File: src/rtl/epc_pkg.sv
package epc_pkg;
  localparam logic [3:0] EPC_DEV_KIND = 4'b1010;

  typedef enum logic [2:0] {
    ST_IDLE,
    ST_HDR,
    ST_AHI,
    ST_ALO,
    ST_WDAT,
    ST_READ,
    ST_SKIP
  } epc_state_e;

  function automatic logic epc_hdr_hit(input logic [7:0] b, input logic [2:0] sel);
    return (b[7:4] == EPC_DEV_KIND) && (b[3:1] == sel);
  endfunction
endpackage

File: src/rtl/epc_addr_ctr.sv
module epc_addr_ctr #(
  parameter int unsigned ADDR_W = 13,
  parameter int unsigned PAGE_W = 5
) (
  input  logic              clk,
  input  logic              rst_n,
  input  logic              load_i,
  input  logic [ADDR_W-1:0] load_val_i,
  input  logic              page_inc_i,
  input  logic              seq_inc_i,
  output logic [ADDR_W-1:0] addr_o
);
  function automatic logic [ADDR_W-1:0] page_step(input logic [ADDR_W-1:0] a);
    return {a[ADDR_W-1:PAGE_W], PAGE_W'(a[PAGE_W-1:0] + 1'b1)};
  endfunction

  function automatic logic [ADDR_W-1:0] seq_step(input logic [ADDR_W-1:0] a);
    return ADDR_W'(a + 1'b1);
  endfunction

  logic [ADDR_W-1:0] addr_q;

  always_ff @(posedge clk or negedge rst_n) begin
    if (!rst_n)          addr_q <= '0;
    else if (load_i)     addr_q <= load_val_i;
    else if (page_inc_i) addr_q <= page_step(addr_q);
    else if (seq_inc_i)  addr_q <= seq_step(addr_q);
  end

  assign addr_o = addr_q;
endmodule

File: src/rtl/epc_page_buf.sv
module epc_page_buf #(
  parameter int unsigned DATA_W = 8,
  parameter int unsigned PAGE_W = 5
) (
  input  logic              clk,
  input  logic              rst_n,
  input  logic              wr_i,
  input  logic [PAGE_W-1:0] off_i,
  input  logic [DATA_W-1:0] data_i,
  input  logic              commit_i,
  input  logic              drop_i,
  output logic              pending_o,
  output logic              prog_en_o,
  output logic [PAGE_W-1:0] prog_off_o,
  output logic [DATA_W-1:0] prog_data_o
);
  localparam int unsigned PAGE_N = 1 << PAGE_W;
  localparam logic [PAGE_W-1:0] LAST_OFF = PAGE_W'(PAGE_N - 1);

  logic [DATA_W-1:0] slot_q [PAGE_N];
  logic [PAGE_N-1:0] mask_q;
  logic              scan_q;
  logic [PAGE_W-1:0] idx_q;

  always_ff @(posedge clk or negedge rst_n) begin
    if (!rst_n) begin
      mask_q <= '0;
      scan_q <= 1'b0;
      idx_q  <= '0;
    end else if (commit_i && (|mask_q) && !scan_q) begin
      scan_q <= 1'b1;
      idx_q  <= '0;
    end else if (drop_i && !scan_q) begin
      mask_q <= '0;
    end else if (scan_q) begin
      mask_q[idx_q] <= 1'b0;
      idx_q         <= PAGE_W'(idx_q + 1'b1);
      if (idx_q == LAST_OFF) scan_q <= 1'b0;
    end else if (wr_i) begin
      mask_q[off_i] <= 1'b1;
    end
  end

  always_ff @(posedge clk) begin
    if (wr_i && !scan_q) slot_q[off_i] <= data_i;
  end

  assign pending_o   = |mask_q;
  assign prog_en_o   = scan_q && mask_q[idx_q];
  assign prog_off_o  = idx_q;
  assign prog_data_o = slot_q[idx_q];
endmodule

File: src/rtl/epc_wr_timer.sv
module epc_wr_timer #(
  parameter int unsigned WR_CYCLES = 600000
) (
  input  logic clk,
  input  logic rst_n,
  input  logic start_i,
  output logic busy_o
);
  localparam int unsigned TMR_W = $clog2(WR_CYCLES + 1);

  logic [TMR_W-1:0] cnt_q;

  always_ff @(posedge clk or negedge rst_n) begin
    if (!rst_n)            cnt_q <= '0;
    else if (start_i)      cnt_q <= TMR_W'(WR_CYCLES);
    else if (cnt_q != '0)  cnt_q <= TMR_W'(cnt_q - 1'b1);
  end

  assign busy_o = (cnt_q != '0);
endmodule

File: src/rtl/eeprom_page_ctl.sv
module eeprom_page_ctl
  import epc_pkg::*;
#(
  parameter int unsigned ADDR_W    = 13,
  parameter int unsigned PAGE_W    = 5,
  parameter int unsigned WR_CYCLES = 600000
) (
  input  logic              clk,
  input  logic              rst_n,
  input  logic [2:0]        sel_i,
  input  logic              wp_i,
  input  logic              start_i,
  input  logic              stop_i,
  input  logic              rx_valid_i,
  input  logic [7:0]        rx_data_i,
  output logic              ack_o,
  input  logic              tx_req_i,
  output logic              tx_valid_o,
  output logic [7:0]        tx_data_o,
  output logic              busy_o,
  output logic              mem_en_o,
  output logic              mem_we_o,
  output logic [ADDR_W-1:0] mem_addr_o,
  output logic [7:0]        mem_wdata_o,
  input  logic [7:0]        mem_rdata_i
);
  localparam int unsigned HI_W  = ADDR_W - 8;
  localparam int unsigned BASE_W = ADDR_W - PAGE_W;

  epc_state_e        st_q;
  logic              ack_q, txv_q;
  logic [HI_W-1:0]   hi_q;
  logic [BASE_W-1:0] base_q;
  logic [ADDR_W-1:0] addr_q, load_val;
  logic              ack_now, hdr_ok;
  logic              load_evt, buf_wr, rd_issue, commit_evt, drop_evt;
  logic              pending, prog_en;
  logic [PAGE_W-1:0] prog_off;
  logic [7:0]        prog_data;

  assign hdr_ok   = epc_hdr_hit(rx_data_i, sel_i);
  assign load_val = {hi_q, rx_data_i};

  always_comb begin
    unique case (st_q)
      ST_HDR:        ack_now = hdr_ok;
      ST_AHI,ST_ALO: ack_now = 1'b1;
      ST_WDAT:       ack_now = !wp_i;
      default:       ack_now = 1'b0;
    endcase
  end

  assign load_evt   = rx_valid_i && (st_q == ST_ALO);
  assign buf_wr     = rx_valid_i && (st_q == ST_WDAT) && !wp_i;
  assign rd_issue   = tx_req_i && (st_q == ST_READ);
  assign commit_evt = stop_i && !busy_o && !wp_i && pending;
  assign drop_evt   = stop_i && wp_i;

  always_ff @(posedge clk or negedge rst_n) begin
    if (!rst_n) begin
      st_q   <= ST_IDLE;
      ack_q  <= 1'b0;
      txv_q  <= 1'b0;
      hi_q   <= '0;
      base_q <= '0;
    end else begin
      txv_q <= rd_issue;
      if (rx_valid_i) ack_q <= ack_now;
      if (stop_i) begin
        st_q <= ST_IDLE;
      end else if (start_i) begin
        st_q <= busy_o ? ST_SKIP : ST_HDR;
      end else if (rx_valid_i) begin
        unique case (st_q)
          ST_HDR: begin
            if (!hdr_ok)          st_q <= ST_SKIP;
            else if (rx_data_i[0]) st_q <= ST_READ;
            else                  st_q <= ST_AHI;
          end
          ST_AHI: begin
            hi_q <= rx_data_i[HI_W-1:0];
            st_q <= ST_ALO;
          end
          ST_ALO: begin
            base_q <= load_val[ADDR_W-1:PAGE_W];
            st_q   <= ST_WDAT;
          end
          ST_WDAT: if (wp_i) st_q <= ST_SKIP;
          default: ;
        endcase
      end
    end
  end

  epc_addr_ctr #(.ADDR_W(ADDR_W), .PAGE_W(PAGE_W)) u_ctr (
    .clk        (clk),
    .rst_n      (rst_n),
    .load_i     (load_evt),
    .load_val_i (load_val),
    .page_inc_i (buf_wr),
    .seq_inc_i  (rd_issue),
    .addr_o     (addr_q)
  );

  epc_page_buf #(.DATA_W(8), .PAGE_W(PAGE_W)) u_buf (
    .clk         (clk),
    .rst_n       (rst_n),
    .wr_i        (buf_wr),
    .off_i       (addr_q[PAGE_W-1:0]),
    .data_i      (rx_data_i),
    .commit_i    (commit_evt),
    .drop_i      (drop_evt),
    .pending_o   (pending),
    .prog_en_o   (prog_en),
    .prog_off_o  (prog_off),
    .prog_data_o (prog_data)
  );

  epc_wr_timer #(.WR_CYCLES(WR_CYCLES)) u_tmr (
    .clk     (clk),
    .rst_n   (rst_n),
    .start_i (commit_evt),
    .busy_o  (busy_o)
  );

  assign ack_o       = ack_q;
  assign tx_valid_o  = txv_q;
  assign tx_data_o   = mem_rdata_i;
  assign mem_en_o    = prog_en || rd_issue;
  assign mem_we_o    = prog_en;
  assign mem_addr_o  = prog_en ? {base_q, prog_off} : addr_q;
  assign mem_wdata_o = prog_data;
endmodule

File: config.mk
export PLATFORM = sky130hd
export DESIGN_NAME = eeprom_page_ctl
export DESIGN_NICKNAME = d
export VERILOG_FILES = /design/src/rtl/epc_pkg.sv /design/src/rtl/epc_addr_ctr.sv /design/src/rtl/epc_page_buf.sv /design/src/rtl/epc_wr_timer.sv /design/src/rtl/eeprom_page_ctl.sv
export SDC_FILE = /design/constraint.sdc
export NUM_CORES = 1
export LEC_CHECK = 0
export BUFFER_PORTS_ARGS = -buffer_cell sky130_fd_sc_hd__buf_4
export CAP_MARGIN = 20
export CORE_ASPECT_RATIO = 0.8
export CORE_MARGIN = 1.5
export CORE_UTILIZATION = 49
export CTS_CLUSTER_DIAMETER = 60
export CTS_CLUSTER_SIZE = 40
export DETAILED_ROUTE_END_ITERATION = 6
export PLACE_DENSITY = 0.71
export SYNTH_ARGS = -nofsm -noshare
export SYNTH_HDL_FRONTEND = slang
export SYNTH_SLANG_ARGS = --single-unit
File: constraint.sdc
create_clock -name clk -period 5.45 [get_ports clk]
set_input_delay 0 -clock clk [delete_from_list [all_inputs] [get_ports clk]]
set_output_delay 0 -clock clk [all_outputs]
set_load 0.01 [all_outputs]
# Word-level counts from Yosys, hierarchy flattened
# Memory sizes are Yosys's and may differ from the RTL's.
# Index checks and enable logic that the tools add are counted.
totals:
  register_bits: 89
  ramBits: 256
  out_inout_bits: 34
  word_cells: 106
  mem_count: 1
op_classes:
  addsub: 4
  order_cmp: 4
  eq_ne: 11
  mux: 33
  bitwise: 6
  n_reduce_logical: 36
mem_list:
  columns: ["name", "depth", "word_bits", "read_ports", "rd_clocked_by_memory_dff", "wr", "line_no", "rtl"]
  rows:
  - ["u_buf.slot_q", 32, 8, 1, 0, 1, "epc_page_buf.sv:20", "logic [DATA_W-1:0] slot_q [PAGE_N];"]
ops:
  columns: ["op", "n"]
  rows:
  - ["2-to-1 mux 32 bit", 3]
  - ["2-to-1 mux 13 bit", 4]
  - ["2-to-1 mux 20 bit", 2]
  - ["bitwise AND 32 bit", 1]
  - ["NOT 32 bit", 1]
  - ["bitwise OR 32 bit", 1]
  - ["OR reduction 32 bit", 1]
  - ["2-to-1 mux 3 bit", 7]
  - ["nonzero test 20 bit", 1]
  - ["subtractor 20 x 1 -> 20 bit (second input constant)", 1]
  - ["logical AND 1 bit", 16]
  - ["2-to-1 mux 5 bit", 3]
  - ["adder 13 x 1 -> 13 bit (second input constant)", 1]
  - ["less-than comparator 5 x 6 -> 1 bit (second input constant)", 2]
  - ["one-hot mux 3 bit (4 select lines)", 1]
  - ["adder 5 x 1 -> 5 bit (second input constant)", 2]
  - ["demux 1 bit (select 5 bit)", 2]
  - ["greater-or-equal comparator 5 x 1 -> 1 bit (second input constant)", 2]
  - ["2-to-1 mux 1 bit", 9]
  - ["nonzero test 3 bit", 3]
  - ["AND reduction 4 bit", 2]
  - ["equality test 3 x 2 -> 1 bit (second input constant)", 2]
  - ["equality test 3 bit (second input constant)", 2]
  - ["AND reduction 2 bit", 3]
  - ["16 further kinds", 22]

# Longest topological paths before layout
depth:
  ltp_word: 9
  mapped_depth: 9
  mapped_depth_nobuf: 8

# Hierarchy
# A second synthesis with hierarchy kept.
unflattened:
  cells_unflattened: 1136
  hier_area_um2: 16146.7
modules_own_cells:
  columns: ["module", "n_inst", "cells_each", "area_per_inst_um2", "seq_area_each_um2"]
  rows:
  - ["epc_page_buf", 1, 821, 13008.7, 8638.3]
  - ["epc_wr_timer", 1, 130, 1206.2, 500.5]
  - ["eeprom_page_ctl", 1, 95, 1124.8, 450.4]
  - ["epc_addr_ctr", 1, 90, 807.0, 325.3]

# Worst setup path after synthesis
# No wires, ideal clock.
synth_path:
  path_type: "flip-flop to flip-flop"
  startpoint: "register st_q[2]"
  endpoint: "memory u_buf.slot_q[31][0] (enable)"
  setup_ns: 0.383
  arrival_time_ns: 2.337
  path_slack_ns: 2.730
  path_stages_with_launch: 6
  n_path_buf: 2
  period_less_slack_ns: 2.720
  cell_sequence: "dfrtp_1 > clkbuf_1 > or4b_2 > or2_2 > clkbuf_1 > nor3_1"
synth_via:
  elab_chain_len: 6
synth_lines:
  columns: ["element", "line_no", "rtl"]
  rows:
  - ["from (decl)", "eeprom_page_ctl.sv:30", "epc_state_e st_q;"]
  - ["from (signal assigned)", "eeprom_page_ctl.sv:72", "st_q <= busy_o ? ST_SKIP : ST_HDR;"]
  - ["equality test 3 bit", "eeprom_page_ctl.sv:54", "assign buf_wr = rx_valid_i && (st_q == ST_WDAT) && !wp_i;"]
  - ["logical AND 1 bit (2 in series)", "eeprom_page_ctl.sv:54", null]
  - ["logical AND 1 bit", "epc_page_buf.sv:45", "if (wr_i && !scan_q) slot_q[off_i] <= data_i;"]
  - ["2-to-1 mux 1 bit", "epc_page_buf.sv:45", null]
  - ["2-to-1 mux 1 bit (implied by the code)", "epc_page_buf.sv:45", null]
  - ["to (decl)", "epc_page_buf.sv:20", null]
# Every way passes these cells.

# Final worst setup path
layout_path:
  startpoint: "register u_buf.idx_q[1], in the netlist u_buf.prog_off_o[1]"
  endpoint: "output port mem_addr_o[12]"
layout_via:
  elab_chain_len: 4
layout_lines:
  columns: ["element", "line_no", "rtl"]
  rows:
  - ["from (decl)", "epc_page_buf.sv:23", "logic [PAGE_W-1:0] idx_q;"]
  - ["from (signal assigned)", "epc_page_buf.sv:37", "idx_q <= PAGE_W'(idx_q + 1'b1);"]
  - ["binary-select mux 1 bit (select 5 bit)", "epc_page_buf.sv:49", "assign prog_en_o = scan_q && mask_q[idx_q];"]
  - ["2-to-1 mux 1 bit (implied by the code)", "epc_page_buf.sv:49", null]
  - ["logical AND 1 bit", "epc_page_buf.sv:49", null]
  - ["2-to-1 mux 13 bit", "eeprom_page_ctl.sv:131", "assign mem_addr_o = prog_en ? {base_q, prog_off} : addr_q;"]
  - ["to (decl)", "eeprom_page_ctl.sv:23", "output logic [ADDR_W-1:0] mem_addr_o,"]
# Every way passes these cells. The select of a mux whose other input is x is not followed.

==> results.ini <==
[route]
wl_met2_mm=16.3
wl_met1_mm=15.8
wl_per_cell_um=24.2
dr.pass1.iters=6
routed_via_density=6.37
final_antenna_net_count=0
drc_errors=0
dr.first_iter.drc_count=1160
totalWireLength_mm=36.4
num_vias=9592
top_layer=met4
dr_wl_met3_mm=3.71

[placed_design]
dp_hpwl_mm=22.9
place.gp.congestion=0.853
portBuffers=43
place_inst=1444

[critical_path]
reg2regPathDepth=3
r2r_slack_ns=2.19
r2r_start=st_q[0]
timing.rr.end=u_buf.slot_q[8][6]
worst_setup_path_end_kind=output port
cp_max_fo=42
crit_top_cell=buf_4
crit_chain=buf_4 -> nand3b_1 -> o221ai_1 -> a22oi_1 -> a41oi_2 -> mux2_2 -> buf_4
worstSetupStartpointType=register
critPathSlowestCell=dfrtp_2
critPathKind=register to output port
arrival_ns=4.41
cp_slowest_stage_delay_ns=0.95
cp.required_ns=5.45

[clocking]
cts_tree=built
clock_latency_ns=0.59
cts_resized=0
cts_buffers=24
clk_path_buf_depth=3
clk_pin_slew_ns=0.09
cts.sinks=345
cts_root_buf=clkbuf_16
h-tree-depth=1

[sta]
finalSetupViolations=0
finalCritPeriodShare_pct=80.9
skew_ns=0.0550
relSlewSlack_pct=24.7
fin_crit_ns=4.41
hold_violations=0
slew_violations=0
setup_tns_ns=0
max_freq_ghz=0.227
rsz0062_at_grt=no
tightest_slew_ns=1.13

[synth]
muxShareOfSynthArea_pct=12.8
syn_area_um2=15200
synth-compound-area-share_pct=7.76
synth_cell_types=55
synthCells=1046
ys_seq_elements=345
synth_adder_area_share_pct=0.903
synth.avg_cell_area_um2=14.6
synth-async-reset-ratio_pct=25.8
post_synth_xor_area_fraction_pct=1.49
yosysWarnings=0
synthSimpleGateAreaFrac_pct=9.59
synth_edf_count=256
yosys_most_used_dff=edfxtp_1
synth_top_family_by_area=multiplexers
syn-num-nets=1083
yosysSeqAreaShare_pct=65.0

[cells_and_area]
final_cell_count_no_fill=1506
multi_input_area_um2=4970
nets=1112
utilization_pct=56.2
register_area_um2=9920
nFillCells=2370
drive_gt1_share_pct=19.0
syn_to_final_growth_pct=12.3

[pwr]
p_per_area_nw_per_um2=332
p_leak_nw=5.77
p_total_mw=5.69
vdd_drop_max_uv=262

[floorplan]
start_util_pct=50.1
core_area_um2=30500
design.die.area_um2=32200
die_y_um=161
rows=57
io_pins=60
die_x_um=200

[grt]
grt_max_degree=66
grt_usage_pct=22.7
antenna_found_initial=0
grt.overflow.total=0
grt_pass1_wl_mm=56.1
grt_pass1_vias=9286

[hold_path]
hold_depth=0
hold_path.class=primary input to output port
hold_end=tx_data_o[3]
min_from=mem_rdata_i[3]

[run]
drv_cap=0

[outcome]
status=complete, no violations

-- timing repair --
action	4_1_cts	5_1_grt
setup buffers	0	0
hold endpoints to repair	312	0
hold buffers	17	0
-- flip-flops by register name (all words and copies together), names as in the netlist --
signal and flops:
ack_o 1, base_q 8, hi_q 5, st_q 3
tx_valid_o 1, u_buf.mask_q 32, u_buf.prog_off_o 5, u_buf.scan_q 1
u_buf.slot_q 256, u_ctr.addr_o 13, u_tmr.cnt_q 20
-- cell usage after synthesis, drive strengths merged, types with 3 or more instances --
library cell  instances  area (um2)
and2                  7        43.8
nor2                 90         338
nand3b                5        37.5
o221ai                5        43.8
and3                  6        37.5
xnor2                18         158
or3b                  4        35.0
a21oi                22         110
mux4                 64        1440
nor3b                 3        22.5
a211oi               10        75.1
o211ai                3        22.5
o21ai                37         185
mux2i                21         210
dfrtp                89        2230
a31oi                18         113
nand4                12        75.1
nand3                39         195
xor2                  8        70.1
ha                   11         138
a41oi                 4        35.0
buf                  25         135
nor4                 18         128
inv                  16        60.1
a21o                 25         188
edfxtp              256        7690
o31ai                 5        37.5
or4                   7        52.6
mux2                 26         293
nor3                 20         100
a22oi                33         248
clkbuf               48         180
or3                  11        68.8
nand2b                6        37.5
nand2                49         184
-- worst max path at each step --
stage                        start             endpoint  cells after the start
3_3_place_gp   u_buf.prog_off_o[1]        mem_addr_o[6]                      7
5_1_grt        u_buf.prog_off_o[1]        mem_addr_o[6]                      7
6_report       u_buf.prog_off_o[1]       mem_addr_o[12]                      7
4_1_cts        u_buf.prog_off_o[1]       mem_addr_o[12]                      7
3_5_place_dp   u_buf.prog_off_o[1]       mem_addr_o[12]                      7
2_1_floorplan              st_q[2]  u_buf.slot_q[31][0]                      5
-- power breakdown --
group	internal (mW)	leakage [nW]	switching, mW	total [mW]
Combinational	0.205	1.88	0.288	0.493
Sequential	2.90	3.42	0.131	3.03
Clock	1.01	0.475	1.17	2.17
Total	4.11	5.77	1.58	5.69
-- critical path: cells and delay by family, from the launching register on --
family                 cells  cell delay (ns)
AOI/OAI and AO/OA          3             1.37
muxes                      1             0.43
and+or+nand+nor            1             0.22
buffers and inverters      2             0.81
DFF                        1             0.95
-- per-stage QoR --
| stage | cell area (um2) | hold WS [ns] | setup WS (ns) |
|---|---|---|---|
| 3_3_place_gp | 15900 | -0.0645 | 1.91 |
| 2_1_floorplan | 15200 | -0.296 | 2.73 |
| 5_1_grt | 17100 | 0.0000155 | 0.964 |
| 3_5_place_dp | 15900 | -0.0601 | 1.84 |
| 6_report | 17100 | 0.00000375 | 1.04 |
| 4_1_cts | 17100 | 0.0000686 | 1.12 |
-- logic make-up (layout without fill, tap and decap cells) --
group / Yosys count / in the layout
AOI/OAI and AO/OA: 174 / 174
xor gates and xnor gates: 26 / 26
adders and majority gates: 11 / 11
buffers and inverters: 89 / 135
DFF: 345 / 345
muxes: 111 / 111
other: 0 / 1
and+or+nand+nor: 290 / 290
-- per-layer routing --
metal	GRT usage [%]	up-vias
met5	0	-
met2	33.6	517
met4	5.06	0
met3	4.16	69
li1	-	4126
met1	35.0	4880
-- area by class of cell --
| cell class | instances | area share (%) |
|---|---|---|
| antenna | 1 | 0.0146 |
| tap | 413 | 3.02 |
| clock inverter | 19 | 2.50 |
| clock buffer | 24 | 3.51 |
| sequential | 345 | 57.9 |
| timing repair buffer | 76 | 3.64 |
| multi-input combinational | 612 | 29.0 |
| inverter | 16 | 0.351 |
-- placed cells by master, fill, tap and decap left out, drive strengths merged, types with 24 or more instances in the layout --
cell type,instances
a21o,25
a22oi,33
buf,60
clkbuf,24
dfrtp,89
edfxtp,256
inv,25
mux2,26
mux4,64
nand2,49
nand3,39
nor2,90
o21ai,37
Note: power is estimated with default switching activity, not from simulation.
